## config.mk

```make
export PLATFORM = sky130hd
export DESIGN_NAME = regrt_router
export DESIGN_NICKNAME = d
export VERILOG_FILES = /design/src/rtl/regrt_pkg.sv /design/src/rtl/regrt_space_port.sv /design/src/rtl/regrt_req_stage.sv /design/src/rtl/regrt_rsp_merge.sv /design/src/rtl/regrt_router.sv
export SDC_FILE = /design/constraint.sdc
export NUM_CORES = 1
export LEC_CHECK = 0
export BUFFER_PORTS_ARGS = -buffer_cell sky130_fd_sc_hd__buf_2
export CORE_AREA = 10 10 158 160
export DETAILED_ROUTE_END_ITERATION = 8
export DIE_AREA = 0 0 168 170
export PLACE_DENSITY = 0.44
export SLEW_MARGIN = 30
export SYNTH_ARGS = -nofsm -noshare
export SYNTH_HDL_FRONTEND = slang
export SYNTH_SLANG_ARGS = --single-unit
```

## constraint.sdc

```tcl
create_clock -name clk -period 2.3 [get_ports clk]
set_input_delay 0.575 -clock clk [delete_from_list [all_inputs] [get_ports clk]]
set_output_delay 0.575 -clock clk [all_outputs]
set_load 0.01 [all_outputs]
```

## src/rtl/regrt_pkg.sv

```systemverilog
package regrt_pkg;
   localparam int unsigned RA_W = 16;
   localparam int unsigned RD_W = 32;

   // Field order is behaviour: write strobe lands at bit 0, address on top.
   typedef struct packed {
      logic [RA_W-1:0] addr;
      logic [RD_W-1:0] data;
      logic            rd;
      logic            wr;
   } rreq_t;

   // Ready at bit 0, valid at bit 1, data above.
   typedef struct packed {
      logic [RD_W-1:0] data;
      logic            vld;
      logic            rdy;
   } rrsp_t;

   localparam int unsigned RREQ_W = $bits(rreq_t);
   localparam int unsigned RRSP_W = $bits(rrsp_t);

   localparam rreq_t REQ_IDLE = '0;
   localparam rrsp_t RSP_IDLE = '{data: '0, vld: 1'b0, rdy: 1'b1};
endpackage

```

## src/rtl/regrt_space_port.sv

```systemverilog
module regrt_space_port
   import regrt_pkg::*;
#(
   parameter logic [RA_W-1:0] BASE = '0,
   parameter int unsigned     SPAN = 1
) (
   input  rreq_t up,
   output rreq_t dn
);
   localparam logic [RA_W:0] LO    = {1'b0, BASE};
   localparam logic [RA_W:0] LIMIT = LO + (RA_W+1)'(SPAN);

   generate
      if (SPAN == 0) begin : g_bad_span
         $error("regrt_space_port: zero span");
      end
      if ((64'(BASE) + 64'(SPAN)) > (64'd1 << RA_W)) begin : g_bad_top
         $error("regrt_space_port: window runs past the address space");
      end
   endgenerate

   logic [RA_W:0] a_ext;
   logic          hit;

   assign a_ext = {1'b0, up.addr};
   assign hit   = (a_ext >= LO) && (a_ext < LIMIT);

   always_comb begin
      dn.addr = up.addr - BASE;
      dn.data = up.data;
      dn.rd   = up.rd & hit;
      dn.wr   = up.wr & hit;
   end
endmodule

```

## src/rtl/regrt_req_stage.sv

```systemverilog
module regrt_req_stage
   import regrt_pkg::*;
#(
   parameter bit REGISTERED = 1'b1
) (
   input  logic  clk,
   input  logic  rst_n,
   input  rreq_t d,
   output rreq_t q
);
   generate
      if (REGISTERED) begin : g_reg
         always_ff @(posedge clk or negedge rst_n) begin
            if (!rst_n) q <= REQ_IDLE;
            else        q <= d;
         end
      end else begin : g_thru
         assign q = d;
      end
   endgenerate
endmodule

```

## src/rtl/regrt_rsp_merge.sv

```systemverilog
module regrt_rsp_merge
   import regrt_pkg::*;
#(
   parameter int unsigned N = 4
) (
   input  rrsp_t rsp [N],
   output rrsp_t merged
);
   rrsp_t acc [N+1];

   assign acc[0] = RSP_IDLE;

   generate
      for (genvar i = 0; i < N; i++) begin : g_fold
         assign acc[i+1].data = acc[i].data | rsp[i].data;
         assign acc[i+1].vld  = acc[i].vld  | rsp[i].vld;
         assign acc[i+1].rdy  = acc[i].rdy  & rsp[i].rdy;
      end
   endgenerate

   assign merged = acc[N];
endmodule

```

## src/rtl/regrt_router.sv

```systemverilog
module regrt_router
   import regrt_pkg::*;
#(
   parameter int unsigned                  N_SPACES   = 4,
   parameter logic [N_SPACES*RA_W-1:0]     SPACE_BASE = {16'h0100, 16'h0040, 16'h0010, 16'h0000},
   parameter logic [N_SPACES*32-1:0]       SPACE_SPAN = {32'd128, 32'd64, 32'd32, 32'd16},
   parameter bit                           REQ_STAGE  = 1'b1
) (
   input  logic                         clk,
   input  logic                         rst_n,
   input  logic [RREQ_W-1:0]            up_req,
   output logic [RRSP_W-1:0]            up_rsp,
   output logic [N_SPACES*RREQ_W-1:0]   dn_req,
   input  logic [N_SPACES*RRSP_W-1:0]   dn_rsp
);
   generate
      if (N_SPACES < 1) begin : g_bad_n
         $error("regrt_router: need at least one space");
      end
   endgenerate

   rreq_t up_s;
   rrsp_t rsp_s [N_SPACES];
   rrsp_t merged;

   assign up_s = rreq_t'(up_req);

   generate
      for (genvar i = 0; i < N_SPACES; i++) begin : g_space
         localparam logic [RA_W-1:0] B = SPACE_BASE[i*RA_W +: RA_W];
         localparam int unsigned     S = SPACE_SPAN[i*32 +: 32];

         // windows must be disjoint
         for (genvar j = i + 1; j < N_SPACES; j++) begin : g_olap
            localparam int unsigned BJ = SPACE_BASE[j*RA_W +: RA_W];
            localparam int unsigned SJ = SPACE_SPAN[j*32 +: 32];
            if ((int'(B) < BJ + SJ) && (BJ < int'(B) + S)) begin : g_bad
               $error("regrt_router: overlapping windows");
            end
         end

         rreq_t comb_q;
         rreq_t stage_q;

         regrt_space_port #(.BASE(B), .SPAN(S)) u_port (
            .up (up_s),
            .dn (comb_q)
         );

         regrt_req_stage #(.REGISTERED(REQ_STAGE)) u_stage (
            .clk   (clk),
            .rst_n (rst_n),
            .d     (comb_q),
            .q     (stage_q)
         );

         assign dn_req[i*RREQ_W +: RREQ_W] = stage_q;
         assign rsp_s[i] = rrsp_t'(dn_rsp[i*RRSP_W +: RRSP_W]);
      end
   endgenerate

   regrt_rsp_merge #(.N(N_SPACES)) u_merge (
      .rsp    (rsp_s),
      .merged (merged)
   );

   assign up_rsp = merged;
endmodule

```

* Yosys cells after proc, flatten, opt, wreduce, memory -nomap -nowiden *
Index checks and enable logic that the tools add are counted.

storage, ports and cells
  bits of input ports = 188
  register bits = 104

operators by class
  bitwise logic cells = 17
  $add $sub $neg = 3
  magnitude comparators = 8
  reduce and logical (&&, ||, !) cells = 4

operators with widths
  operator                 count
  $or A32 B32 Y32          3
  $ge A16 B1 Y1 const B    1
  $ge A16 B5 Y1 const B    1
  $ge A16 B7 Y1 const B    1
  $ge A16 B9 Y1 const B    1
  $lt A16 B5 Y1 const B    1
  $lt A16 B6 Y1 const B    1
  $lt A16 B8 Y1 const B    1
  $lt A16 B9 Y1 const B    1
  $sub A16 B5 Y16 const B  1
  $sub A16 B7 Y16 const B  1
  $sub A16 B9 Y16 const B  1
  $and A1 B1 Y1            11
  $logic_and A1 B1 Y1      4
  $or A1 B1 Y1             3

* Longest topological paths before layout *
Gate-level depths: netlist of run 1.

  word-level depth = 3
  mapped depth = 6
  depth with buffers taken out = 5

* Cells and area by module *
From an unflattened synthesis of run 1, not the netlist that was laid out.

second synthesis, totals
  cell total of the unflattened synthesis = 498
  area total of the unflattened synthesis = 7223.2 um^2

by module, submodules not included
  module                                instances  area each (um^2)  sequential area each (um^2)  cells each
  regrt_req_stage                       4          1251.2            1251.2                       50
  regrt_space_port (g_space[1].u_port)  1          540.5             0.0                          72
  regrt_space_port (g_space[2].u_port)  1          511.7             0.0                          70
  regrt_space_port (g_space[3].u_port)  1          501.7             0.0                          68
  regrt_space_port (g_space[0].u_port)  1          407.9             0.0                          54
  regrt_rsp_merge                       1          256.5             0.0                          34

* Least setup slack after synthesis of run 1 *
No wires, ideal clock.

  path type = input to register
  start point = input up_req[42]
  end point = register g_space[2].u_stage.q[0] in the netlist's numbering
  slack = 0.382 ns
  data required time = 2.179 ns
  arrival time = 1.797 ns
  stages = 6
  cells stage by stage = clkbuf_1 inv_1 ha_1 nor3b_4 and3_2 and4b_1

RTL lines
  element               RTL line               text
  start, declared       regrt_router.sv:11     input logic [RREQ_W-1:0] up_req,
  end signal, assigned  regrt_req_stage.sv:14  if (!rst_n) q <= REQ_IDLE;
  end signal, assigned  regrt_req_stage.sv:15  else q <= d;
  end, declared         regrt_req_stage.sv:9   output rreq_t q

* Worst setup path after layout of run 1 *
  start point = input dn_rsp[46]
  end point = output up_rsp[12]

on the way
  word-level cells in the longest chain between the ends = 3

RTL lines
  element                       RTL line               text
  start, declared               regrt_router.sv:14     input logic [N_SPACES*RRSP_W-1:0] dn_rsp
  $or A32 B32 Y32 (3 in a row)  regrt_rsp_merge.sv:15  assign acc[i+1].data = acc[i].data | rsp[i].data;
  end, declared                 regrt_router.sv:12     output logic [RRSP_W-1:0] up_rsp,

Every way passes these cells.

==> impl_metrics.py, run 1 <==
metrics = {
    "timing": {
        "finalWorstPathRequiredPeriod_ns": 2.02,
        "maxSlewViolCount": 0,
        "max_slew_margin_pct": 67.1,
        "rsz0062_at_grt": "false",
        "period_share_pct": 88.0,
        "timing.fmax_mhz": 494,
        "worst_slew_pin_slew_ns": 0.494,
        "tns_ns": 0,
        "setup_viol": 0,
        "hold_viol": 0,
    },
    "cells_and_area": {
        "syn2layout_area_growth_pct": 48.6,
        "stdcell_count": 935,
        "nets": 845,
        "largest_register": "g_space.u_stage.q",
        "fillers": 2334,
        "top_regs": "g_space.u_stage.q x86",
        "final_cell_mix": "buf_2 (420), dfrtp_1 (86), or4_1 (33)",
        "layout_commonest_cell": "buf_2",
        "largest_reg_flops": 86,
        "drive_above_1_share_pct": 68.1,
    },
    "global_route": {
        "antenna_found_initial": 2,
        "grt-ovfl-total": 0,
        "first_global_vias": 3820,
        "grt_usage_pct": 11.5,
        "grt_pass1_wl_um": 25400,
        "grt_start_max_net_pins": 52,
    },
    "detailed_routing": {
        "avgViaCountPerCell": 3.73,
        "dr.pass1.iters": 4,
        "detail-route-antenna-nets": 0,
        "drc": 0,
        "wl_per_cell_um": 19.1,
        "vias": 3485,
        "wl_um": 17800,
        "first_iter_violations": 160,
    },
    "placement": {
        "portBuffers": 421,
        "dpl.cell_count": 917,
        "gp_congestion": 0.882,
        "hpwl_um": 15400,
    },
    "floorplan": {
        "die_w_um": 168,
        "std_cell_rows": 54,
        "initial_core_util_pct": 18.4,
        "coreArea_um2": 21700,
        "die-height_um": 170,
        "die_area_um2": 28600,
        "pin_count": 422,
    },
    "setup_path": {
        "startpoint": "dn_rsp[46]",
        "crit_arrival_ns": 1.45,
        "worstSetupEndpoint": "up_rsp[12]",
        "critPathKind": "in -> out",
        "cp-start-kind": "input pin",
        "worstPathMaxFanout": 1,
        "endpoint_kind": "output port",
        "critPathRequiredTime_ns": 1.73,
    },
    "min_path": {
        "hold_path.class": "in -> async",
    },
    "power": {
        "power.switching_mw": 1.04,
        "p_sw_share_pct": 26.0,
        "pwr-share-comb_pct": 15.7,
        "p_leak_nw": 3.14,
        "seqPwrFrac_pct": 41.1,
        "vdd_drop_max_mv": 0.378,
        "power.internal_mw": 2.95,
        "power_density_nw_per_um2": 672,
        "p_clk_share_pct": 43.2,
    },
    "clocking": {
        "cts.hold.buffers_added": 0,
        "cts_tree": "done",
        "cts_resized": 0,
        "cts_root_buffer": "clkbuf_16",
        "cts_max_level": 3,
        "cts_setup_buffers": 0,
        "clock_path_buffers": 2,
        "clkTransAtPathRegs_ns": 0.07,
        "cts_sinks": 86,
        "numCtsBuffers": 9,
    },
    "logic_synthesis": {
        "ys_ff_latch": 86,
        "syn_nets": 531,
        "synthCells": 334,
        "syn_area_um2": 4000,
        "async_flop_share_pct": 100,
        "seq_area_frac_synth_pct": 53.8,
        "ys.flop_type": "dfrtp_1",
        "syn_avg_cell_area_um2": 12.0,
        "yosys.cell_types.count": 30,
        "synth_warnings": 0,
        "synth-edff-count": 0,
    },
    "run_status": {
        "status": "complete, no violations",
    },
    "run": {
        "cap_violations": 0,
    },
}
[synth_stat cells (all sizes together), types with 5 or more instances]
| cell type | number | share of area [%] |
|---|---|---|
| nand3 | 7 | 0.88 |
| buf | 120 | 23 |
| or4 | 33 | 6.2 |
| xnor2 | 18 | 3.9 |
| a21oi | 5 | 0.63 |
| ha | 9 | 2.8 |
| nor2 | 6 | 0.56 |
| xor2 | 6 | 1.3 |
| inv | 11 | 1.0 |
| nand2 | 8 | 0.75 |
| dfrtp | 86 | 54 |
[through the flow]
step	hold WS, ns	worst slack (ns)	area, µm²	util, %	power, mW
4_1_cts	0.196	0.301	5940	27.4	4.11
6_report	0.187	0.276	5940	27.4	3.99
5_1_grt	0.216	0.277	5940	27.4	4.23
3_3_place_gp	0.584	0.291	5590	25.8	2.31
3_5_place_dp	0.582	0.254	5590	25.8	2.31
2_1_floorplan	0.279	0.382	4000	-	2.01
[power groups by stage]
stage | clock network (mW) | logic, mW | registers (mW)
floorplan | 0 | 0.298 | 1.71
global placement | 0 | 0.644 | 1.67
detailed placement | 0 | 0.644 | 1.67
CTS | 1.83 | 0.646 | 1.64
global route | 1.89 | 0.689 | 1.65
finish | 1.73 | 0.628 | 1.64
[worst min path at each step]
stage	start	endpoint	slack, ns	cells past startpoint
6_report	rst_n	g_space[0].u_stage.q[47]	0.19	1
5_1_grt	rst_n	g_space[0].u_stage.q[47]	0.22	1
4_1_cts	rst_n	g_space[0].u_stage.q[47]	0.20	1
3_5_place_dp	rst_n	g_space[0].u_stage.q[47]	0.58	1
3_3_place_gp	rst_n	g_space[2].u_stage.q[47]	0.58	1
2_1_floorplan	rst_n	g_space[0].u_stage.q[0]	0.28	0
[cell families (layout without fill, tap and decap cells)]
group           after synthesis  after routing  synth area share, %
buf+inv                     133            452                 23.8
compound gates                8              8                 1.13
simple gates                 74             74                 13.2
flops                        86             86                 53.8
fa+ha+maj                     9              9                 2.82
other cells                   0              2                    0
xor+xnor                     24             24                 5.25
[critical path: stages]
cell,delay (ns)
buf_2,0.09
or4_1,0.59
buf_2,0.18
[per-layer routing]
metal / up-vias / share of wire (%) / wire, µm / track usage, %
li1: 1633 / - / - / -
met1: 1629 / 35 / 6230 / 12.5
met2: 200 / 52 / 9230 / 19.5
met3: 21 / 12 / 2130 / 5.87
met4: 2 / 1.3 / 240 / 2.80
met5: - / 0.073 / 13 / 0
[area by class of cell]
type,count,area [µm²],area share [%]
Clock buffer,10,229,3.85
Antenna cell,2,5.00,0.0842
Tap cell,280,350,5.89
Sequential cell,86,2150,36.2
Inverter,11,41.3,0.695
Clock inverter,6,118,1.98
Timing Repair Buffer,425,2150,36.2
Multi-Input combinational cell,115,896,15.1
(Power assumes the default switching activity.)
==> run 2: changes to the inputs <==
--- a/config.mk
+++ b/config.mk
@@ -5,11 +5,12 @@
 export SDC_FILE = /design/constraint.sdc
 export NUM_CORES = 1
 export LEC_CHECK = 0
+export ABC_AREA = 1
 export BUFFER_PORTS_ARGS = -buffer_cell sky130_fd_sc_hd__buf_2
-export CORE_AREA = 10 10 158 160
+export CORE_AREA = 5 5 162 164
 export DETAILED_ROUTE_END_ITERATION = 8
-export DIE_AREA = 0 0 168 170
-export PLACE_DENSITY = 0.44
+export DIE_AREA = 0 0 167 169
+export PLACE_DENSITY = 0.4
 export SLEW_MARGIN = 30
 export SYNTH_ARGS = -nofsm -noshare
 export SYNTH_HDL_FRONTEND = slang
==> impl_metrics.py, run 2 <==
metrics = {
    "run_status": {
        "status": "complete, no violations",
    },
    "detailed_routing": {
        "first_iter_violations": 61,
        "vias": 3563,
        "drc": 0,
        "wl_per_cell_um": 14.4,
        "dr.pass1.iters": 4,
        "avgViaCountPerCell": 3.50,
        "wl_um": 14700,
        "detail-route-antenna-nets": 0,
    },
    "power": {
        "p_leak_nw": 3.23,
        "finalPower_mw": 3.92,
        "power_density_nw_per_um2": 650,
        "vdd_drop_max_mv": 0.343,
    },
    "global_route": {
        "grt_pass1_wl_um": 21200,
        "grt-ovfl-total": 0,
        "grt_usage_pct": 9.84,
        "grt_start_max_net_pins": 37,
        "antenna_found_initial": 3,
        "first_global_vias": 3660,
    },
    "timing": {
        "hold_viol": 0,
        "finalWorstPathRequiredPeriod_ns": 1.93,
        "max_slew_margin_pct": 67.3,
        "period_share_pct": 84.1,
        "timing.fmax_mhz": 517,
        "setup_viol": 0,
        "tns_ns": 0,
        "rsz0062_at_grt": "false",
        "maxSlewViolCount": 0,
        "worst_slew_pin_slew_ns": 0.487,
    },
    "logic_synthesis": {
        "synth_common_cells": "buf_4 (114), dfrtp_1 (86), or4_1 (33), nor2_1 (29), nand2_1 (27)",
        "yosys.cell_types.count": 19,
        "yosysMostFrequentCell": "buf_4",
        "synthCells": 363,
        "ys_top_cells_by_area": "dfrtp_1 (54%), buf_4 (21%), or4_1 (6.2%)",
        "syn_area_um2": 4000,
        "syn_avg_cell_area_um2": 11.0,
        "yosysTopAreaCell": "dfrtp_1",
        "syn_nets": 560,
        "seq_area_frac_synth_pct": 53.9,
        "synth_warnings": 0,
        "async_flop_share_pct": 100,
        "synth-edff-count": 0,
        "ys_ff_latch": 86,
        "ys.flop_type": "dfrtp_1",
        "synth_top_area_share_pct": 53.9,
    },
    "cells_and_area": {
        "fillers": 2743,
        "final_cell_mix": "buf_2 (420), dfrtp_1 (86), or4_1 (33)",
        "largest_register": "g_space.u_stage.q",
        "largest_reg_flops": 86,
        "drive_above_1_share_pct": 64.7,
        "syn2layout_area_growth_pct": 50.9,
        "stdcell_count": 1019,
        "top_regs": "g_space.u_stage.q x86",
        "utilization_pct": 24.4,
        "nets": 881,
        "layout_commonest_cell": "buf_2",
        "regArea_um2": 2150,
        "multi_input_area_um2": 896,
        "diodes": 0,
        "fin_area_um2": 6030,
    },
    "setup_path": {
        "crit_arrival_ns": 1.36,
        "critPathKind": "in -> out",
        "endpoint_kind": "output port",
        "cp-start-kind": "input pin",
        "worstPathMaxFanout": 1,
        "critPathRequiredTime_ns": 1.73,
    },
    "clocking": {
        "cts_setup_buffers": 0,
        "cts_root_buffer": "clkbuf_16",
        "cts.hold.buffers_added": 0,
        "cts_tree": "done",
        "clkTransAtPathRegs_ns": 0.06,
        "cts_max_level": 3,
        "cts_resized": 0,
        "numCtsBuffers": 9,
        "cts_sinks": 86,
        "clock_path_buffers": 2,
    },
    "placement": {
        "dpl.cell_count": 1003,
        "hpwl_um": 12700,
        "gp_congestion": 0.750,
        "portBuffers": 421,
        "post_dp_cell_area_um2": 5700,
    },
    "floorplan": {
        "die_w_um": 167,
        "pin_count": 422,
        "coreArea_um2": 24700,
        "std_cell_rows": 58,
        "initial_core_util_pct": 16.1,
        "die-height_um": 169,
        "die_area_um2": 28200,
    },
    "run": {
        "cap_violations": 0,
    },
    "min_path": {
        "hold_path.class": "in -> async",
    },
}
[run 2: cell count changes after synthesis, moves of 5 or more]
cell	before	now
nor2_1	6	29
a21oi_1	5	0
xnor2_1	18	0
nand2_1	8	27
xor2_1	6	22
inv_1	11	20
[run 2: cell type report]
cell class | count | share of cell area, %
inverters | 20 | 1.25
well taps | 330 | 6.85
clock buffers | 12 | 3.92
flip-flops and latches | 86 | 35.7
multi-input cells | 141 | 14.9
repair buffers | 426 | 35.8
clock inverters | 4 | 1.58
[run 2: power by group]
part | switching, mW | internal, mW | total (mW)
registers | 0.0409 | 1.59 | 1.63
logic | 0.337 | 0.284 | 0.621
clock network | 0.602 | 1.06 | 1.66
total | 0.979 | 2.94 | 3.92
[run 2: metal layers]
layer | global-route usage [%] | wire length [µm] | vias to the layer above
li1 | - | - | 1692
met1 | 10.5 | 5070 | 1610
met2 | 17.7 | 7680 | 236
met3 | 3.97 | 1650 | 19
met4 | 3.42 | 221 | 6
met5 | 0 | 41 | -
[run 2: worst max path at each step]
stage	start	end	slack, ns
final	dn_rsp[56]	up_rsp[22]	0.37
after global routing	dn_rsp[56]	up_rsp[22]	0.34
after CTS	dn_rsp[56]	up_rsp[22]	0.34
after detailed placement	dn_rsp[56]	up_rsp[22]	0.34
after global placement	dn_rsp[56]	up_rsp[22]	0.34
after floorplan	dn_rsp[44]	up_rsp[10]	0.58
[run 2: stage by stage]
step / setup slack, ns / hold WS (ns)
after detailed placement: 0.343 / 0.576
after CTS: 0.340 / 0.202
after global routing: 0.341 / 0.222
final: 0.366 / 0.190
after global placement: 0.337 / 0.580
after floorplan: 0.578 / 0.279
[run 2: cell families (layout without fill, tap and decap cells)]
group	after synthesis	count (layout)	synth area share, %
buffers and inverters	136	462	23.7
AND/OR/NAND/NOR	108	108	14.5
flip-flops	86	86	53.9
XOR/XNOR	22	22	4.82
adder cells (fa/ha/maj)	9	9	2.82
AO/OA/AOI/OAI	2	2	0.251
[run 2: critical path: stages]
cell	delay [ns]
buf_2	0.09
or4_1	0.53
buf_2	0.16
==> run 3: changes to the inputs <==
--- a/config.mk
+++ b/config.mk
@@ -5,12 +5,12 @@
 export SDC_FILE = /design/constraint.sdc
 export NUM_CORES = 1
 export LEC_CHECK = 0
-export ABC_AREA = 1
+export ABC_AREA = 0
 export BUFFER_PORTS_ARGS = -buffer_cell sky130_fd_sc_hd__buf_2
-export CORE_AREA = 5 5 162 164
+export CORE_AREA = 5 5 159 161
 export DETAILED_ROUTE_END_ITERATION = 8
-export DIE_AREA = 0 0 167 169
-export PLACE_DENSITY = 0.4
+export DIE_AREA = 0 0 164 166
+export PLACE_DENSITY = 0.41
 export SLEW_MARGIN = 30
 export SYNTH_ARGS = -nofsm -noshare
 export SYNTH_HDL_FRONTEND = slang
==> constraint.sdc (replaced) <==
create_clock -name clk -period 2 [get_ports clk]
set_input_delay 0.5 -clock clk [delete_from_list [all_inputs] [get_ports clk]]
set_output_delay 0.5 -clock clk [all_outputs]
set_load 0.01 [all_outputs]
==> impl_metrics.py, run 3 (synthesized netlist as in run 1, its figures left out) <==
metrics = {
    "clocking": {
        "cts_sinks": 86,
        "cts_setup_buffers": 0,
        "clock_path_buffers": 2,
        "cts_root_buffer": "clkbuf_16",
        "cts_tree": "done",
        "clkTransAtPathRegs_ns": 0.07,
        "numCtsBuffers": 9,
        "cts.hold.buffers_added": 0,
        "cts_max_level": 3,
    },
    "floorplan": {
        "coreArea_um2": 23800,
        "std_cell_rows": 57,
        "pin_count": 422,
        "initial_core_util_pct": 16.8,
        "die_area_um2": 27200,
        "die-height_um": 166,
        "die_w_um": 164,
    },
    "setup_path": {
        "startpoint": "dn_rsp[46]",
        "crit_slowest_cell": "or4_4",
        "cp-start-kind": "input pin",
        "crit_arrival_ns": 1.43,
        "endpoint_kind": "output port",
        "crit_path_frequent_cell": "buf_2",
        "cp_cell_sequence": "buf_2 > or4_4 > buf_2",
        "worstPathMaxFanout": 1,
        "critPathRequiredTime_ns": 1.50,
        "critPathKind": "in -> out",
        "slowest_delay_ns": 0.60,
    },
    "cells_and_area": {
        "largest_reg_flops": 86,
        "fillers": 2619,
        "fin_area_um2": 6100,
        "stdcell_count": 993,
        "layout_commonest_cell": "buf_2",
        "drive_above_1_share_pct": 69.3,
        "top_regs": "g_space.u_stage.q x86",
        "nets": 860,
        "largest_register": "g_space.u_stage.q",
        "syn2layout_area_growth_pct": 52.4,
        "regArea_um2": 2150,
        "utilization_pct": 25.6,
        "multi_input_area_um2": 903,
        "final_cell_mix": "buf_2 (420), dfrtp_1 (86), or4_1 (31)",
    },
    "placement": {
        "dpl.cell_count": 976,
        "post_dp_cell_area_um2": 5770,
        "hpwl_um": 14100,
        "portBuffers": 421,
        "gp_congestion": 0.846,
        "place_ws_ns": 0.0318,
    },
    "power": {
        "power.switching_mw": 1.23,
        "p_sw_share_pct": 27.8,
        "vdd_drop_max_mv": 0.340,
        "finalPower_mw": 4.44,
        "p_leak_nw": 3.21,
        "power_density_nw_per_um2": 729,
        "power.internal_mw": 3.21,
        "p_clk_share_pct": 40.7,
        "pwr-share-comb_pct": 16.9,
        "seqPwrFrac_pct": 42.5,
    },
    "timing": {
        "tns_ns": 0,
        "rsz0062_at_grt": "false",
        "fin_ws_ns": 0.0749,
        "period_share_pct": 96.3,
        "timing.fmax_mhz": 519,
        "max_slew_margin_pct": 71.8,
        "fin_hold_ws_ns": 0.0302,
        "finalWorstPathRequiredPeriod_ns": 1.93,
        "maxSlewViolCount": 0,
        "setup_viol": 0,
        "worst_slew_pin_slew_ns": 0.420,
        "hold_viol": 0,
    },
    "detailed_routing": {
        "vias": 3557,
        "first_iter_violations": 75,
        "wl_per_cell_um": 16.6,
        "avgViaCountPerCell": 3.58,
        "wl_um": 16500,
        "drc": 0,
        "dr.pass1.iters": 4,
        "detail-route-antenna-nets": 0,
    },
    "global_route": {
        "grt_pass1_wl_um": 23100,
        "grt_usage_pct": 11.5,
        "grt_start_max_net_pins": 40,
        "grt-ovfl-total": 0,
        "first_global_vias": 3778,
        "antenna_found_initial": 1,
    },
    "run": {
        "cap_violations": 0,
    },
    "run_status": {
        "status": "complete, no violations",
    },
    "min_path": {
        "hold_path.class": "in -> async",
    },
}
## run 3: layer usage
layer	wire length, µm	global-route usage [%]	vias up
met4	206	3.50	0
met5	0	0	-
li1	-	-	1662
met3	2220	5.09	16
met1	5760	12.1	1635
met2	8310	20.4	244
## run 3: timing repair
action / 4_1_cts / 5_1_grt
resized for setup: 0 / 2
setup endpoints to repair: 0 / 2
hold endpoints to repair: 0 / 0
## run 3: area by class of cell
class                      instances  share of cell area (%)
timing repair buffer             440                    37.4
sequential                        86                    35.3
multi-input combinational        115                    14.8
tap                              324                    6.65
clock buffer                      10                    3.92
clock inverter                     6                    1.23
inverter                          11                   0.677
antenna                            1                  0.0411
## run 3: path summary, 6_finish.rpt
kind                                       endpoint  slack (ns)  depth (start not counted)
min in group clk           g_space[3].u_stage.q[12]        0.25                          1
max in group asynchronous  g_space[0].u_stage.q[46]        1.46                          2
max                                      up_rsp[12]        0.07                          3
min                        g_space[2].u_stage.q[40]        0.03                          1
## run 3: power by group through the flow
stage | Sequential (mW) | Clock [mW] | Combinational, mW
floorplan | 1.96 | 0 | 0.343
global placement | 1.92 | 0 | 0.767
detailed placement | 1.92 | 0 | 0.766
CTS | 1.89 | 1.92 | 0.767
global route | 1.90 | 1.99 | 0.825
finish | 1.89 | 1.81 | 0.748
## run 3: critical path: cells and delay by family
kind / cells / cell delay, ns
and+or+nand+nor: 1 / 0.60
buffers and inverters: 2 / 0.32
